## src/rtl/noise_pkg.sv

```systemverilog
package noise_pkg;
  localparam int TMR_W  = 12;
  localparam int LFSR_W = 15;
  localparam int LEN_W  = 8;

  typedef enum logic [1:0] {
    SEL_CTRL    = 2'd0,
    SEL_MODEPER = 2'd1,
    SEL_LEN     = 2'd2,
    SEL_NONE    = 2'd3
  } wsel_e;

  function automatic logic [TMR_W-1:0] period_of(input logic [3:0] idx);
    logic [TMR_W-1:0] p;
    case (idx)
      4'd0:  p = 12'd4;
      4'd1:  p = 12'd8;
      4'd2:  p = 12'd16;
      4'd3:  p = 12'd32;
      4'd4:  p = 12'd64;
      4'd5:  p = 12'd96;
      4'd6:  p = 12'd128;
      4'd7:  p = 12'd160;
      4'd8:  p = 12'd202;
      4'd9:  p = 12'd254;
      4'd10: p = 12'd380;
      4'd11: p = 12'd508;
      4'd12: p = 12'd762;
      4'd13: p = 12'd1016;
      4'd14: p = 12'd2034;
      default: p = 12'd4068;
    endcase
    return p;
  endfunction

  function automatic logic [LEN_W-1:0] length_of(input logic [4:0] idx);
    logic [LEN_W-1:0] l;
    if (idx[0]) begin
      l = (idx == 5'd1) ? 8'd254 : {3'd0, idx} - 8'd1;
    end else begin
      case (idx[4:1])
        4'd0:  l = 8'd10;
        4'd1:  l = 8'd20;
        4'd2:  l = 8'd40;
        4'd3:  l = 8'd80;
        4'd4:  l = 8'd160;
        4'd5:  l = 8'd60;
        4'd6:  l = 8'd14;
        4'd7:  l = 8'd26;
        4'd8:  l = 8'd12;
        4'd9:  l = 8'd24;
        4'd10: l = 8'd48;
        4'd11: l = 8'd96;
        4'd12: l = 8'd192;
        4'd13: l = 8'd72;
        4'd14: l = 8'd16;
        default: l = 8'd32;
      endcase
    end
    return l;
  endfunction

  function automatic logic feedback_of(input logic [LFSR_W-1:0] s,
                                       input logic short_mode);
    return s[0] ^ (short_mode ? s[6] : s[1]);
  endfunction
endpackage

```

## src/rtl/noise_timer.sv

```systemverilog
module noise_timer #(
  parameter int W = 12
) (
  input  logic         clk,
  input  logic         rst_n,
  input  logic [W-1:0] reload_val,
  output logic         expire,
  output logic [W-1:0] count
);
  assign expire = (count == '0);

  always_ff @(posedge clk or negedge rst_n) begin
    if (!rst_n)      count <= '0;
    else if (expire) count <= reload_val;
    else             count <= count - 1'b1;
  end
endmodule

```

## src/rtl/noise_lfsr.sv

```systemverilog
module noise_lfsr #(
  parameter int W = 15
) (
  input  logic         clk,
  input  logic         rst_n,
  input  logic         step,
  input  logic         short_mode,
  output logic [W-1:0] state
);
  logic fb;
  assign fb = noise_pkg::feedback_of(state, short_mode);

  always_ff @(posedge clk or negedge rst_n) begin
    if (!rst_n)    state <= W'(1);
    else if (step) state <= {fb, state[W-1:1]};
  end
endmodule

```

## src/rtl/noise_length.sv

```systemverilog
module noise_length #(
  parameter int W = 8
) (
  input  logic         clk,
  input  logic         rst_n,
  input  logic         enable,
  input  logic         load,
  input  logic [W-1:0] load_val,
  input  logic         halt,
  input  logic         dec,
  output logic [W-1:0] count,
  output logic         empty
);
  assign empty = (count == '0);

  always_ff @(posedge clk or negedge rst_n) begin
    if (!rst_n)                      count <= '0;
    else if (!enable)                count <= '0;
    else if (load)                   count <= load_val;
    else if (dec && !halt && !empty) count <= count - 1'b1;
  end
endmodule

```

## src/rtl/noise_voice.sv

```systemverilog
module noise_voice
  import noise_pkg::*;
(
  input  logic       clk,
  input  logic       rst_n,
  input  logic       wr_en,
  input  logic [1:0] wr_sel,
  input  logic [7:0] wr_data,
  input  logic       chan_en,
  input  logic       half_frame,
  input  logic [3:0] env_vol,
  output logic [3:0] sample
);
  logic              halt_q, short_q;
  logic [3:0]        per_idx_q;
  logic              tmr_expire, len_empty, len_load;
  logic [TMR_W-1:0]  tmr_count;
  logic [LFSR_W-1:0] lfsr_state;
  logic [LEN_W-1:0]  len_count;

  always_ff @(posedge clk or negedge rst_n) begin
    if (!rst_n) begin
      halt_q    <= 1'b0;
      short_q   <= 1'b0;
      per_idx_q <= '0;
    end else if (wr_en) begin
      case (wsel_e'(wr_sel))
        SEL_CTRL:    halt_q <= wr_data[0];
        SEL_MODEPER: begin
          short_q   <= wr_data[7];
          per_idx_q <= wr_data[3:0];
        end
        default: ;
      endcase
    end
  end

  assign len_load = wr_en && (wsel_e'(wr_sel) == SEL_LEN);

  noise_timer #(.W(TMR_W)) u_timer (
    .clk(clk), .rst_n(rst_n), .reload_val(period_of(per_idx_q)),
    .expire(tmr_expire), .count(tmr_count)
  );

  noise_lfsr #(.W(LFSR_W)) u_lfsr (
    .clk(clk), .rst_n(rst_n), .step(tmr_expire), .short_mode(short_q),
    .state(lfsr_state)
  );

  noise_length #(.W(LEN_W)) u_length (
    .clk(clk), .rst_n(rst_n), .enable(chan_en), .load(len_load),
    .load_val(length_of(wr_data[7:3])), .halt(halt_q), .dec(half_frame),
    .count(len_count), .empty(len_empty)
  );

  assign sample = (lfsr_state[0] || len_empty) ? 4'd0 : env_vol;
endmodule

```

## config.mk

```make
export PLATFORM = sky130hd
export DESIGN_NAME = noise_voice
export DESIGN_NICKNAME = d
export VERILOG_FILES = /design/src/rtl/noise_pkg.sv /design/src/rtl/noise_timer.sv /design/src/rtl/noise_lfsr.sv /design/src/rtl/noise_length.sv /design/src/rtl/noise_voice.sv
export SDC_FILE = /design/constraint.sdc
export NUM_CORES = 1
export LEC_CHECK = 0
export BUFFER_PORTS_ARGS = -buffer_cell sky130_fd_sc_hd__buf_2
export CAP_MARGIN = 0
export CORE_UTILIZATION = 25
export CTS_BUF_LIST = sky130_fd_sc_hd__clkbuf_8
export DETAILED_ROUTE_END_ITERATION = 7
export HOLD_SLACK_MARGIN = 0.12
export PLACE_DENSITY = 0.49
export SLEW_MARGIN = 20
export SYNTH_ARGS = -nofsm -noshare
export SYNTH_HDL_FRONTEND = slang
export SYNTH_HIERARCHICAL = 1
export SYNTH_SLANG_ARGS = --single-unit
```

## constraint.sdc

```tcl
create_clock -name clk -period 2 [get_ports clk]
set_input_delay 0.2 -clock clk [delete_from_list [all_inputs] [get_ports clk]]
set_output_delay 0.2 -clock clk [all_outputs]
set_load 0.02 [all_outputs]
```

==> results.ini <==
[critical_path]
worstSetupPathType = reg2out
rr_worst_depth = 7
crit_required_ns = 1.80
cp-end-kind = output pin
crit_path_end = sample[1]
reg2reg_setup_slack_ns = 0.17
r2r_start = u_timer/count[0]
crit_fanout = 4
arrival_ns = 1.68
startpoint_type = register
critPathLaunch = u_length/count[0]
rr_endpoint = u_lfsr/state[8]
path_cells = inv_2 > ha_2 > nor3b_4 > and2_4 > nor2_2 > and2_1 > buf_2
slowest_stage = dfrtp_1
max_stage_delay_ns = 0.40

[detailed_routing]
drc = 0
drt-wirelength-per-cell_microns = 12.25
ant_nets = 0
vias = 1972
via_per_inst = 4.575
first_pass_iters = 4
drt_iter0_drc = 108
totalWireLength_mm = 5.280

[run_status]
status = finished clean

[clock_network]
cts_tree = done
path_clk_slew_ns = 0.08
cts-root-buf = clkbuf_8
clk_latency_ns = 0.29
cts_sinks = 41
cts_buffer_depth = 2
cts_buffers = 5
h-tree-depth = 2

[timing]
relSlewSlack_pct = 65.97
fin_crit_sh_pct = 94.09
fmax_mhz = 531.4
hold_viol_final = 0
min_period_ns = 1.882
setup_violations = 0
drv_slew = 0
tightest_slew_ns = 0.5105
fin_worst_skew_ns = 0.01212
tns_ns = 0

[die]
die_x_microns = 103.9
ioPinCount = 23
start_util_pct = 26.21
dieHeight_microns = 103.9
core_area_sq_mm = 0.009910
fp-row-count = 36
die_area_sq_mm = 0.01080

[logic_synthesis]
ys_warn_count = 6
ys.flop_type = dfrtp_1
ys_types = 57
synth_edf_count = 0
syn_avg_cell_area_sq_um = 9.656
synth-seq-area-share_pct = 39.55
syn_inst = 269
syn_area_sq_mm = 0.002597
synth-seq-cells = 41
async_reset_ff_share_pct = 100.0

[power]
ir_drop_v = 0.0002910
p_per_area_mw_per_mm2 = 912.5
total_power_mw = 2.766
leakagePower_nw = 1.340

[placement]
placed_cell_area_sq_mm = 0.002875
place_congestion = 0.8463
portBuffers = 22
dpl.hpwl_mm = 3.944

[global_route]
grt_pass1_vias = 1879
grt_max_degree = 22
antenna_found_initial = 0
gr-usage-all-layers_pct = 10.37
gr-total-overflow = 0
grt_pass1_wl_mm = 9.183

[layout]
layout.nets = 326
insertedDiodeCount = 0
stdcell_area_sq_mm = 0.003032
n_fill_cell = 1077
area_delta_synth_final_pct = 16.71
drive_gt1_share_pct = 26.85

[job]
max_cap_viol_count = 0

[worst_hold_path]
hold_class = in2reg

==> per-layer routing <==
metal / share of wire, % / GRT usage, %
met1: 49 / 14.31
met2: 46 / 16.29
met3: 3.5 / 1.566
met4: 1.5 / 3.980
met5: 0 / 0
==> final cells by class <==
cell class	count	area (sq um)	share of cell area, %
clock buffer	5	68.82	2.270
clock inverter	3	17.52	0.5778
sequential	41	1027	33.88
inverter	13	48.80	1.610
tap	133	166.4	5.489
multi-input combinational	201	1465	48.33
timing repair buffer	35	237.7	7.842
==> worst max-delay path: cells and delay by family, from the launching register on <==
family	cells	cell delay [ns]
fa+ha+maj	1	0.18
buf+inv	2	0.24
flops	1	0.40
simple gates	4	0.57
==> flip-flops by register name, indices dropped and copies added, names as in the netlist <==
register,count
halt_q,1
per_idx_q,4
short_q,1
u_length/count,8
u_lfsr/state,15
u_timer/count,12
==> cells in the mapped netlist, types with 5 or more instances <==
cell type | count | area share (%)
dfrtp_1 | 40 | 39
mux2_2 | 20 | 8.7
ha_1 | 10 | 4.8
clkbuf_1 | 8 | 1.2
inv_1 | 13 | 1.9
a21oi_1 | 29 | 5.6
nor2_1 | 22 | 3.2
nand2_1 | 14 | 2.0
and2_1 | 6 | 1.4
o21ai_0 | 18 | 3.5
nor3_1 | 5 | 0.96
xnor2_1 | 11 | 3.7
==> how the worst min path moves through the flow <==
stage	startpoint	to	slack, ns	depth (start not counted)
floorplan	rst_n	halt_q	-0.1	0
global placement	rst_n	u_lfsr/state[10]	0.19	1
detailed placement	rst_n	u_lfsr/state[11]	0.20	1
CTS	wr_data[1]	per_idx_q[1]	0.13	2
global route	wr_data[1]	per_idx_q[1]	0.13	2
finish	wr_data[1]	per_idx_q[1]	0.13	2
==> where the power goes <==
group | total (mW) | leakage (nW) | internal [mW] | switching (mW)
clock network | 0.528 | 0.0439 | 0.241 | 0.287
registers | 1.25 | 0.528 | 1.00 | 0.248
logic | 0.988 | 0.768 | 0.513 | 0.475
==> timing repair <==
action,4_1_cts,5_1_grt
setup buffers,0,3
endpoints found under the setup margin,4,4
endpoints found under the hold margin,19,1
hold buffers,1,1
gates resized for setup,5,2
pin swaps,0,1
==> placed cells by master, fill, tap and decap left out, types with 3 or more instances in the layout <==
master    Yosys  final
xor2_1        4      4
inv_1        13     12
buf_2         2     22
xnor2_1      11     11
or3_1         4      4
nor3b_1       4      3
nor4_4        2      3
nand2_1      14     14
mux2i_1       3      3
mux2_2       20     20
a21oi_1      29     29
clkbuf_8      1      5
o21ai_0      18     18
nor2_1       22     21
ha_1         10      9
buf_4         1      9
and2_1        6      5
nand3_1       3      3
dfrtp_1      40     40
nor3_1        5      5
==> logic make-up after synthesis <==
logic type / share of synthesized area, %
compound gates: 15.61
xor+xnor: 5.058
fa+ha+maj: 4.817
buf+inv: 5.250
flops: 39.55
mux: 10.40
other cells: 0.1444
simple gates: 19.17
==> through the flow <==
stage	util, %	hold WS [ns]	setup WS, ns	instances
CTS	30.24	0.1252	0.03314	427
finish	30.59	0.1345	0.1183	431
floorplan	-	-0.09559	0.1590	270
global route	30.59	0.1250	-0.0004319	431
detailed placement	29.02	0.1989	0.1836	418
global placement	29.02	0.1920	0.1802	418
No activity file was read; power rests on OpenSTA's default activity.
